===== config.mk =====
export PLATFORM = sky130hd
export DESIGN_NAME = ea_chain_gen
export DESIGN_NICKNAME = d
export VERILOG_FILES = /design/src/rtl/ea_gen_pkg.sv /design/src/rtl/ea_sector_sel.sv /design/src/rtl/ea_index_add.sv /design/src/rtl/ea_ptr_decode.sv /design/src/rtl/ea_chain_gen.sv
export SDC_FILE = /design/constraint.sdc
export NUM_CORES = 1
export LEC_CHECK = 0
export BUFFER_PORTS_ARGS = -buffer_cell sky130_fd_sc_hd__buf_2
export CORE_ASPECT_RATIO = 1.1
export CORE_UTILIZATION = 40
export DETAILED_ROUTE_END_ITERATION = 7
export PLACE_DENSITY_LB_ADDON = 0.1
export SLEW_MARGIN = 0
export SYNTH_ARGS = -nofsm -noshare
export SYNTH_HDL_FRONTEND = slang
export SYNTH_HIERARCHICAL = 1
export SYNTH_SLANG_ARGS = --single-unit

===== constraint.sdc =====
create_clock -name clk -period 2.95 [get_ports clk]
set_clock_uncertainty 0.05 [all_clocks]
set_input_delay 0.59 -clock clk [delete_from_list [all_inputs] [get_ports clk]]
set_output_delay 0.59 -clock clk [all_outputs]
set_load 0.01 [all_outputs]

===== src/rtl/ea_gen_pkg.sv =====
package ea_gen_pkg;

    // Control state of the generator.
    typedef enum logic {
        ST_IDLE  = 1'b0,
        ST_FETCH = 1'b1
    } ea_state_e;

endpackage


===== src/rtl/ea_sector_sel.sv =====
// Places an in-sector offset into either the base sector or the
// sector that holds the instruction.
module ea_sector_sel #(
    parameter int ADDR_W = 14,
    parameter int OFF_W  = 9,
    localparam int SEC_W = ADDR_W - OFF_W
) (
    input  logic              use_cur,
    input  logic [OFF_W-1:0]  offset,
    input  logic [ADDR_W-1:0] here_addr,
    input  logic [SEC_W-1:0]  base_sec,
    output logic [ADDR_W-1:0] addr
);
    logic [SEC_W-1:0] sec_pick;
    logic [OFF_W-1:0] here_unused;

    assign here_unused = here_addr[OFF_W-1:0];

    always_comb begin
        sec_pick = use_cur ? here_addr[ADDR_W-1:OFF_W] : base_sec;
        addr     = {sec_pick, offset};
    end
endmodule


===== src/rtl/ea_index_add.sv =====
// Conditional index addition, wrapping modulo 2**ADDR_W.
module ea_index_add #(
    parameter int ADDR_W = 14
) (
    input  logic              en,
    input  logic [ADDR_W-1:0] addr_in,
    input  logic [ADDR_W-1:0] xval,
    output logic [ADDR_W-1:0] addr_out
);
    always_comb begin
        addr_out = en ? (addr_in + xval) : addr_in;
    end
endmodule


===== src/rtl/ea_ptr_decode.sv =====
// Splits a word into its indirect flag, index flag and address field.
module ea_ptr_decode #(
    parameter int WORD_W = 16,
    parameter int ADDR_W = 14
) (
    input  logic [WORD_W-1:0] word,
    output logic              ind,
    output logic              idx,
    output logic [ADDR_W-1:0] addr
);
    localparam int IND_POS = WORD_W - 1;
    localparam int IDX_POS = WORD_W - 2;

    assign ind  = word[IND_POS];
    assign idx  = word[IDX_POS];
    assign addr = word[ADDR_W-1:0];

    generate
        if (IDX_POS > ADDR_W) begin : g_spare
            logic [IDX_POS-ADDR_W-1:0] spare_unused;
            assign spare_unused = word[IDX_POS-1:ADDR_W];
        end
    endgenerate
endmodule


===== src/rtl/ea_chain_gen.sv =====
module ea_chain_gen
    import ea_gen_pkg::*;
#(
    parameter int WORD_W = 16,
    parameter int ADDR_W = 14,
    parameter int OFF_W  = 9,
    localparam int SEC_W = ADDR_W - OFF_W
) (
    input  logic              clk,
    input  logic              rst_n,
    input  logic              start,
    input  logic [WORD_W-1:0] instr,
    input  logic [ADDR_W-1:0] instr_addr,
    input  logic [WORD_W-1:0] index_val,
    input  logic [SEC_W-1:0]  base_sector,
    input  logic              abort,
    output logic              rd_req,
    output logic [ADDR_W-1:0] rd_addr,
    input  logic              rd_valid,
    input  logic [WORD_W-1:0] rd_data,
    output logic [ADDR_W-1:0] ea,
    output logic              done,
    output logic              busy
);
    localparam int F_POS = WORD_W - 1;
    localparam int T_POS = WORD_W - 2;
    localparam int S_POS = OFF_W;

    typedef struct packed {
        ea_state_e         st;
        logic [ADDR_W-1:0] addr;
        logic              req;
        logic              done;
    } gen_t;

    gen_t r_q, r_d;

    // Bits that never take part in address formation.
    logic [T_POS-S_POS-2:0]   opc_unused;
    logic [WORD_W-ADDR_W-1:0] xhi_unused;
    assign opc_unused = instr[T_POS-1:S_POS+1];
    assign xhi_unused = index_val[WORD_W-1:ADDR_W];

    // Instruction path: sector selection, then optional index.
    logic [ADDR_W-1:0] ins_sec_addr, ins_ea;

    ea_sector_sel #(.ADDR_W(ADDR_W), .OFF_W(OFF_W)) u_sec (
        .use_cur   (instr[S_POS]),
        .offset    (instr[OFF_W-1:0]),
        .here_addr (instr_addr),
        .base_sec  (base_sector),
        .addr      (ins_sec_addr)
    );

    ea_index_add #(.ADDR_W(ADDR_W)) u_ins_idx (
        .en       (instr[T_POS]),
        .addr_in  (ins_sec_addr),
        .xval     (index_val[ADDR_W-1:0]),
        .addr_out (ins_ea)
    );

    // Pointer path: decode returned word, then optional index.
    logic              ptr_ind, ptr_idx;
    logic [ADDR_W-1:0] ptr_raw, ptr_ea;

    ea_ptr_decode #(.WORD_W(WORD_W), .ADDR_W(ADDR_W)) u_dec (
        .word (rd_data),
        .ind  (ptr_ind),
        .idx  (ptr_idx),
        .addr (ptr_raw)
    );

    ea_index_add #(.ADDR_W(ADDR_W)) u_ptr_idx (
        .en       (ptr_idx),
        .addr_in  (ptr_raw),
        .xval     (index_val[ADDR_W-1:0]),
        .addr_out (ptr_ea)
    );

    // Next-state logic.
    always_comb begin
        r_d      = r_q;
        r_d.done = 1'b0;
        unique case (r_q.st)
            ST_IDLE: begin
                if (start) begin
                    r_d.addr = ins_ea;
                    if (instr[F_POS]) begin
                        r_d.st  = ST_FETCH;
                        r_d.req = 1'b1;
                    end else begin
                        r_d.done = 1'b1;
                    end
                end
            end
            ST_FETCH: begin
                if (rd_valid) begin
                    r_d.addr = ptr_ea;
                    if (!ptr_ind) begin
                        r_d.st   = ST_IDLE;
                        r_d.req  = 1'b0;
                        r_d.done = 1'b1;
                    end
                end
            end
            default: r_d = r_q;
        endcase
        if (abort) begin
            r_d.st   = ST_IDLE;
            r_d.req  = 1'b0;
            r_d.done = 1'b0;
        end
    end

    always_ff @(posedge clk or negedge rst_n) begin
        if (!rst_n) begin
            r_q <= '{st: ST_IDLE, addr: '0, req: 1'b0, done: 1'b0};
        end else begin
            r_q <= r_d;
        end
    end

    assign rd_req  = r_q.req;
    assign rd_addr = r_q.addr;
    assign ea      = r_q.addr;
    assign done    = r_q.done;
    assign busy    = (r_q.st == ST_FETCH);

    // Assertions.
    assert_base_sector_R1: assert property (@(posedge clk) disable iff (!rst_n)
        (start && !busy && !abort && !instr[F_POS] && !instr[T_POS] && !instr[S_POS])
        |=> (done && ea[ADDR_W-1:OFF_W] == $past(base_sector)));

    assert_cur_sector_R2: assert property (@(posedge clk) disable iff (!rst_n)
        (start && !busy && !abort && !instr[F_POS] && !instr[T_POS] && instr[S_POS])
        |=> (done && ea[ADDR_W-1:OFF_W] == $past(instr_addr[ADDR_W-1:OFF_W])));

    assert_plain_ptr_R5: assert property (@(posedge clk) disable iff (!rst_n)
        (busy && rd_valid && !abort && !rd_data[F_POS] && !rd_data[T_POS])
        |=> (done && ea == $past(rd_data[ADDR_W-1:0])));

    assert_req_hold_R6: assert property (@(posedge clk) disable iff (!rst_n)
        (rd_req && !rd_valid && !abort) |=> (rd_req && $stable(rd_addr)));

    assert_req_only_busy_R6: assert property (@(posedge clk) disable iff (!rst_n)
        rd_req |-> busy);

    assert_direct_latency_R7: assert property (@(posedge clk) disable iff (!rst_n)
        (start && !busy && !abort && !instr[F_POS]) |=> done);

    assert_done_quiet_R7: assert property (@(posedge clk) disable iff (!rst_n)
        done |-> (!busy && !rd_req));

    assert_abort_idle_R8: assert property (@(posedge clk) disable iff (!rst_n)
        abort |=> (!busy && !rd_req && !done));

    assert_start_ignored_R9: assert property (@(posedge clk) disable iff (!rst_n)
        (busy && !rd_valid && !abort) |=> (busy && !done && $stable(rd_addr)));

    always_ff @(posedge clk) begin
        if (!rst_n) begin
            assert_reset_quiet_R10: assert (!done && !rd_req && !busy);
        end
    end
endmodule


==> results of run 1 <==
## registers in the layout (all words and copies together), names as in the netlist
register	flops
ea	14
done	1
rd_req	1
busy	1
## worst paths after layout
kind,startpoint,end,slack (ns),cells after the start
max in group asynchronous,rst_n,ea[5],2.38,1
setup reg to reg,busy,ea[5],1.33,2
hold reg to reg,ea[3],ea[3],0.48,1
setup / recovery,rd_data[1],ea[13],0.07,10
hold / removal,rst_n,ea[3],0.21,1
min in group clk,abort,done,0.47,2
## routing by layer
layer	vias up	wire length, µm	global-route usage
met2	70	2950	0.316
met3	2	278	0.00825
met4	0	29	0.0390
met5	-	0	0
li1	1271	-	-
met1	1116	3200	0.257
## synth_stat cells, types with 7 or more instances
cell type  count
nor2_1        14
inv_1          8
mux2_2        23
o21ai_0       10
and3_1        17
a221o_1       14
a21oi_1       15
a21o_1         8
buf_4         39
a211oi_1       7
dfrtp_1       17
nand2_1       12
ha_1          26
xnor2_1       14
## metrics by stage
stage / setup slack, ns / cells
4_1_cts: 0.0421 / 465
3_3_place_gp: -0.213 / 461
2_1_floorplan: 0.0118 / 303
5_1_grt: 0.0111 / 465
6_report: 0.0680 / 465
3_5_place_dp: -0.212 / 461
## report_power, final
| group | internal (mW) | switching (mW) |
|---|---|---|
| clock | 0.0955 | 0.0707 |
| sequential | 0.274 | 0.0362 |
| combinational | 0.344 | 0.324 |
| total | 0.713 | 0.431 |
## placed cells by master, fill, tap and decap left out, drive strengths merged, types with 2 or more instances in the layout
cell type | Yosys | routed
mux2 | 23 | 23
or4b | 2 | 2
inv | 8 | 8
or3 | 2 | 2
fa | 2 | 2
mux2i | 2 | 2
o21bai | 2 | 2
and3 | 19 | 19
and2 | 2 | 2
nor2 | 14 | 14
clkbuf | 3 | 4
a21o | 9 | 9
a21boi | 2 | 2
nand3b | 2 | 2
o211a | 2 | 2
nor3 | 4 | 4
nor2b | 6 | 6
a211oi | 9 | 9
o21ai | 13 | 13
a311o | 2 | 2
a21oi | 21 | 21
a31oi | 2 | 2
xnor2 | 14 | 14
dfrtp | 17 | 17
o21a | 5 | 5
buf | 45 | 124
ha | 26 | 26
xor2 | 3 | 3
nand2 | 12 | 12
a221o | 14 | 14
## cell families after synthesis
kind of cell / count (synthesis)
simple gates: 69
buf+inv: 56
mux: 25
flops: 17
xor+xnor: 17
fa+ha+maj: 28
compound gates: 91
## area by class of cell
| class | count | area [µm²] | area share |
|---|---|---|---|
| multi-input combinational | 230 | 1950 | 0.597 |
| tap | 82 | 103 | 0.0314 |
| clock buffer | 4 | 45.0 | 0.0138 |
| inverter | 8 | 30.0 | 0.00920 |
| sequential | 17 | 425 | 0.130 |
| timing repair buffer | 124 | 713 | 0.218 |
## critical path, cell delays in order
cell,delay [ns]
buf_2,0.10
ha_1,0.29
a21oi_2,0.16
nor2b_1,0.09
a311o_2,0.43
a31oi_4,0.21
o32ai_1,0.12
or4b_1,0.52
and3_1,0.20
a221o_1,0.25
==> flow_summary.json, run 1 <==
{
  "clk_latency_ns": 0.24,
  "cts.hold.buffers_added": 0,
  "areaGrowthSynthToFinish_pct": 20.4,
  "grt.overflow.total": 0,
  "rsz0062_at_grt": "no",
  "min_period_over_period": 0.977,
  "syn_inst": 303,
  "yosysTopAreaCell": "dfrtp_1",
  "drv_slew": 0,
  "cp.arrival_ns": 2.96,
  "synth_compound_area_frac": 0.262,
  "finalCoreUtilization": 0.498,
  "synth_simple_gate_area_frac": 0.142,
  "post-cts-setup-buffers": 0,
  "cts_inserted_buffers": 3,
  "grt_usage": 0.185,
  "path_class": "in -> reg",
  "syn_area_um2": 2710,
  "stdcell_area_um2": 3270,
  "synthTopCellsByArea": "dfrtp_1 (16%), ha_1 (12%), buf_4 (11%)",
  "status": "finished, final reports clean",
  "final_nets": 484,
  "clk_pin_slew_worst_paths_ns": 0.06,
  "synth_edf_count": 0,
  "cts_tree": "done",
  "via_count": 2459,
  "cts_resized": 0,
  "root_buffer": "clkbuf_8",
  "h-tree-depth": 1,
  "drt-initial-drc-count": 84,
  "postPlaceCellArea_um2": 3220,
  "dominantRegCellSynth": "dfrtp_1",
  "num_io_pins": 103,
  "die_w_um": 80.5,
  "period_needed_ns": 2.88,
  "synth_nets": 403,
  "layout-drive-gt1-share": 0.457,
  "grt_pass1_wl_um": 10200,
  "avgSynthCellArea_um2": 8.95,
  "antenna_found_initial": 0,
  "ys_seq_area_frac": 0.157,
  "synth_top_family_by_area": "compound AO/OA/AOI/OAI gates",
  "whs_ns": 0.206,
  "hpwl_um": 5530,
  "crit_fanout": 5,
  "gp_congestion": 0.775,
  "slew_headroom": 0.596,
  "finalPower_mw": 1.14,
  "hold_violations": 0,
  "die_area_um2": 7120,
  "synth-seq-cells": 17,
  "antenna_left": 0,
  "fillers": 662,
  "num_rows": 31,
  "synthArstFlopShare": 1.00,
  "drc": 0,
  "max_slew.worst_pin.slew_ns": 0.603,
  "max_cap_viol_count": 0,
  "yosys.area_share.adder": 0.135,
  "clock-sinks": 17,
  "start_kind": "primary input",
  "start_util": 0.414,
  "ir_drop_mv": 0.267,
  "ys_types": 61,
  "hold_path.class": "in -> async",
  "crit_required_ns": 3.03,
  "drt_wl_total_um": 6460,
  "synth_xor_xnor_area_share": 0.0549,
  "end_kind": "flip-flop",
  "io_buffers": 87,
  "power_density_nw_per_um2": 350,
  "core_um2": 6560,
  "insertedDiodeCount": 0,
  "yosysTopAreaCellShare": 0.157,
  "grt_start_max_net_pins": 22,
  "fp.dieH_um": 88.4,
  "ys_warn_count": 6,
  "dr.pass1.iters": 4,
  "grt_pass1_vias": 2222,
  "synth.area.mux_share": 0.107,
  "tns_ns": 0,
  "clk_path_buf_depth": 2,
  "post_drt_wl_per_cell_um": 13.9,
  "p_leak_nw": 1.63,
  "setup_viol": 0,
  "avgViaCountPerCell": 5.29,
  "fmax_mhz": 347
}
(Power assumes the default switching activity.)
==> inputs of run 2 (changes only) <==
--- a/config.mk
+++ b/config.mk
@@ -10,6 +10,7 @@
 export CORE_UTILIZATION = 40
 export DETAILED_ROUTE_END_ITERATION = 7
 export PLACE_DENSITY_LB_ADDON = 0.1
+export SETUP_SLACK_MARGIN = 0.15
 export SLEW_MARGIN = 0
 export SYNTH_ARGS = -nofsm -noshare
 export SYNTH_HDL_FRONTEND = slang
==> run 2 against run 1 <==
  * The run now ends with DRC left
  * Cell count fell by 2.6%
  * Worst hold slack got worse by 0.0045 ns
  * Global-route usage up 0.25 points
  * Largest cell class unchanged
  * Routed wire length up 0.45%
  * Critical path depth stayed put
  * Critical endpoint unchanged
  * Power increased by 0.50%
  * Maximum frequency is 4.7% higher
  * Non-clock buffer count is 12 lower
==> flow_summary.json, run 2 (synthesis results as in run 1) <==
{
  "hold_violations": 0,
  "core_um2": 6560,
  "antenna_left": 0,
  "tns_ns": 0,
  "p_leak_nw": 1.59,
  "cp_slowest_stage_delay_ns": 0.57,
  "status": "finished with violations",
  "clk_pin_slew_worst_paths_ns": 0.06,
  "seqCellArea_um2": 425,
  "h-tree-depth": 1,
  "antenna_found_initial": 0,
  "power_density_nw_per_um2": 351,
  "post-cts-setup-buffers": 0,
  "insertedDiodeCount": 0,
  "root_buffer": "clkbuf_8",
  "layout-drive-gt1-share": 0.456,
  "drt-initial-drc-count": 64,
  "grt_pass1_vias": 2210,
  "grt_usage": 0.187,
  "io_buffers": 87,
  "cp_common_cell": "a21o_1",
  "cp.arrival_ns": 2.83,
  "fillers": 636,
  "fin_ws_ns": 0.197,
  "finalCoreUtilization": 0.500,
  "die_area_um2": 7120,
  "multi_input_area_um2": 2020,
  "cts_tree": "done",
  "crit_fanout": 4,
  "drc": 2,
  "finalPower_mw": 1.15,
  "grt_pass1_wl_um": 10400,
  "layout_common_cells": "buf_2 (84), buf_4 (24), mux2_2 (21), ha_1 (20), dfrtp_1 (17)",
  "path_class": "in -> reg",
  "rsz0062_at_grt": "yes",
  "post_drt_wl_per_cell_um": 14.3,
  "hpwl_um": 5440,
  "num_io_pins": 103,
  "num_rows": 31,
  "avgViaCountPerCell": 5.32,
  "postPlaceCellArea_um2": 3180,
  "slew_headroom": 0.574,
  "grt.overflow.total": 0,
  "max_slew.worst_pin.slew_ns": 0.639,
  "min_period_over_period": 0.933,
  "largest_reg_flops": 14,
  "clock-sinks": 17,
  "clk_latency_ns": 0.24,
  "fmax_mhz": 363,
  "gp_congestion": 0.815,
  "fin_cells": 453,
  "max_cap_viol_count": 0,
  "cp_slowest_cell": "or4b_1",
  "crit_required_ns": 3.03,
  "fp.dieH_um": 88.4,
  "hold_path.class": "in -> async",
  "dr.pass1.iters": 6,
  "start_util": 0.414,
  "via_count": 2408,
  "drt_wl_total_um": 6490,
  "stdcell_area_um2": 3280,
  "violations": "DRC",
  "period_needed_ns": 2.75,
  "cts_inserted_buffers": 3,
  "drv_slew": 0,
  "die_w_um": 80.5,
  "whs_ns": 0.201,
  "place_ws_ns": -0.0822,
  "dp_cells": 449,
  "start_kind": "primary input",
  "grt_start_max_net_pins": 22,
  "worstPathCellList": "buf_2 -> ha_4 -> a21o_1 -> a21o_1 -> a21oi_2 -> a21oi_1 -> a311o_1 -> or4b_1 -> and3_1 -> a221o_1",
  "ir_drop_mv": 0.283,
  "final_common_cell": "buf_2",
  "areaGrowthSynthToFinish_pct": 20.8,
  "setup_viol": 0,
  "clk_path_buf_depth": 2,
  "final_nets": 472,
  "end_kind": "flip-flop"
}
==> run 2: power by group <==
part | internal [mW] | total (mW) | switching, mW
Combinational | 0.345 | 0.673 | 0.327
Clock | 0.0955 | 0.166 | 0.0702
Sequential | 0.274 | 0.311 | 0.0367
==> run 2: final timing paths <==
path                               start      to  slack (ns)  cells after the start
max                        index_val[10]  ea[13]        0.20                     10
min                                rst_n   ea[3]        0.20                      1
max reg2reg                         busy   ea[5]        1.31                      2
min reg2reg                        ea[0]   ea[0]        0.47                      1
max in group asynchronous          rst_n  rd_req        2.38                      1
min in group clk                   abort    done        0.47                      2
==> run 2: critical path: cells and delay by family <==
kind            cells  cell delay [ns]
compound gates      6             1.14
fa+ha+maj           1             0.23
buf+inv             1             0.12
simple gates        2             0.75
==> run 2: cell type report <==
type	count	share of cell area
multi-input cells	230	0.618
flip-flops and latches	17	0.130
inverters	8	0.00917
clock buffers	4	0.0138
repair buffers	112	0.198
well taps	82	0.0313
==> run 2: layer usage <==
metal	vias to the layer above	part of all wire	GRT usage
li1	1242	-	-
met1	1108	0.51	0.271
met2	56	0.45	0.308
met3	2	0.039	0.0113
met4	0	0.0026	0.0341
met5	-	0	0
==> run 2: what timing repair did <==
item | 4_1_cts | 5_1_grt
endpoints found under the setup margin | 0 | 4
resized for setup | 0 | 13
hold buffers | 0 | 0
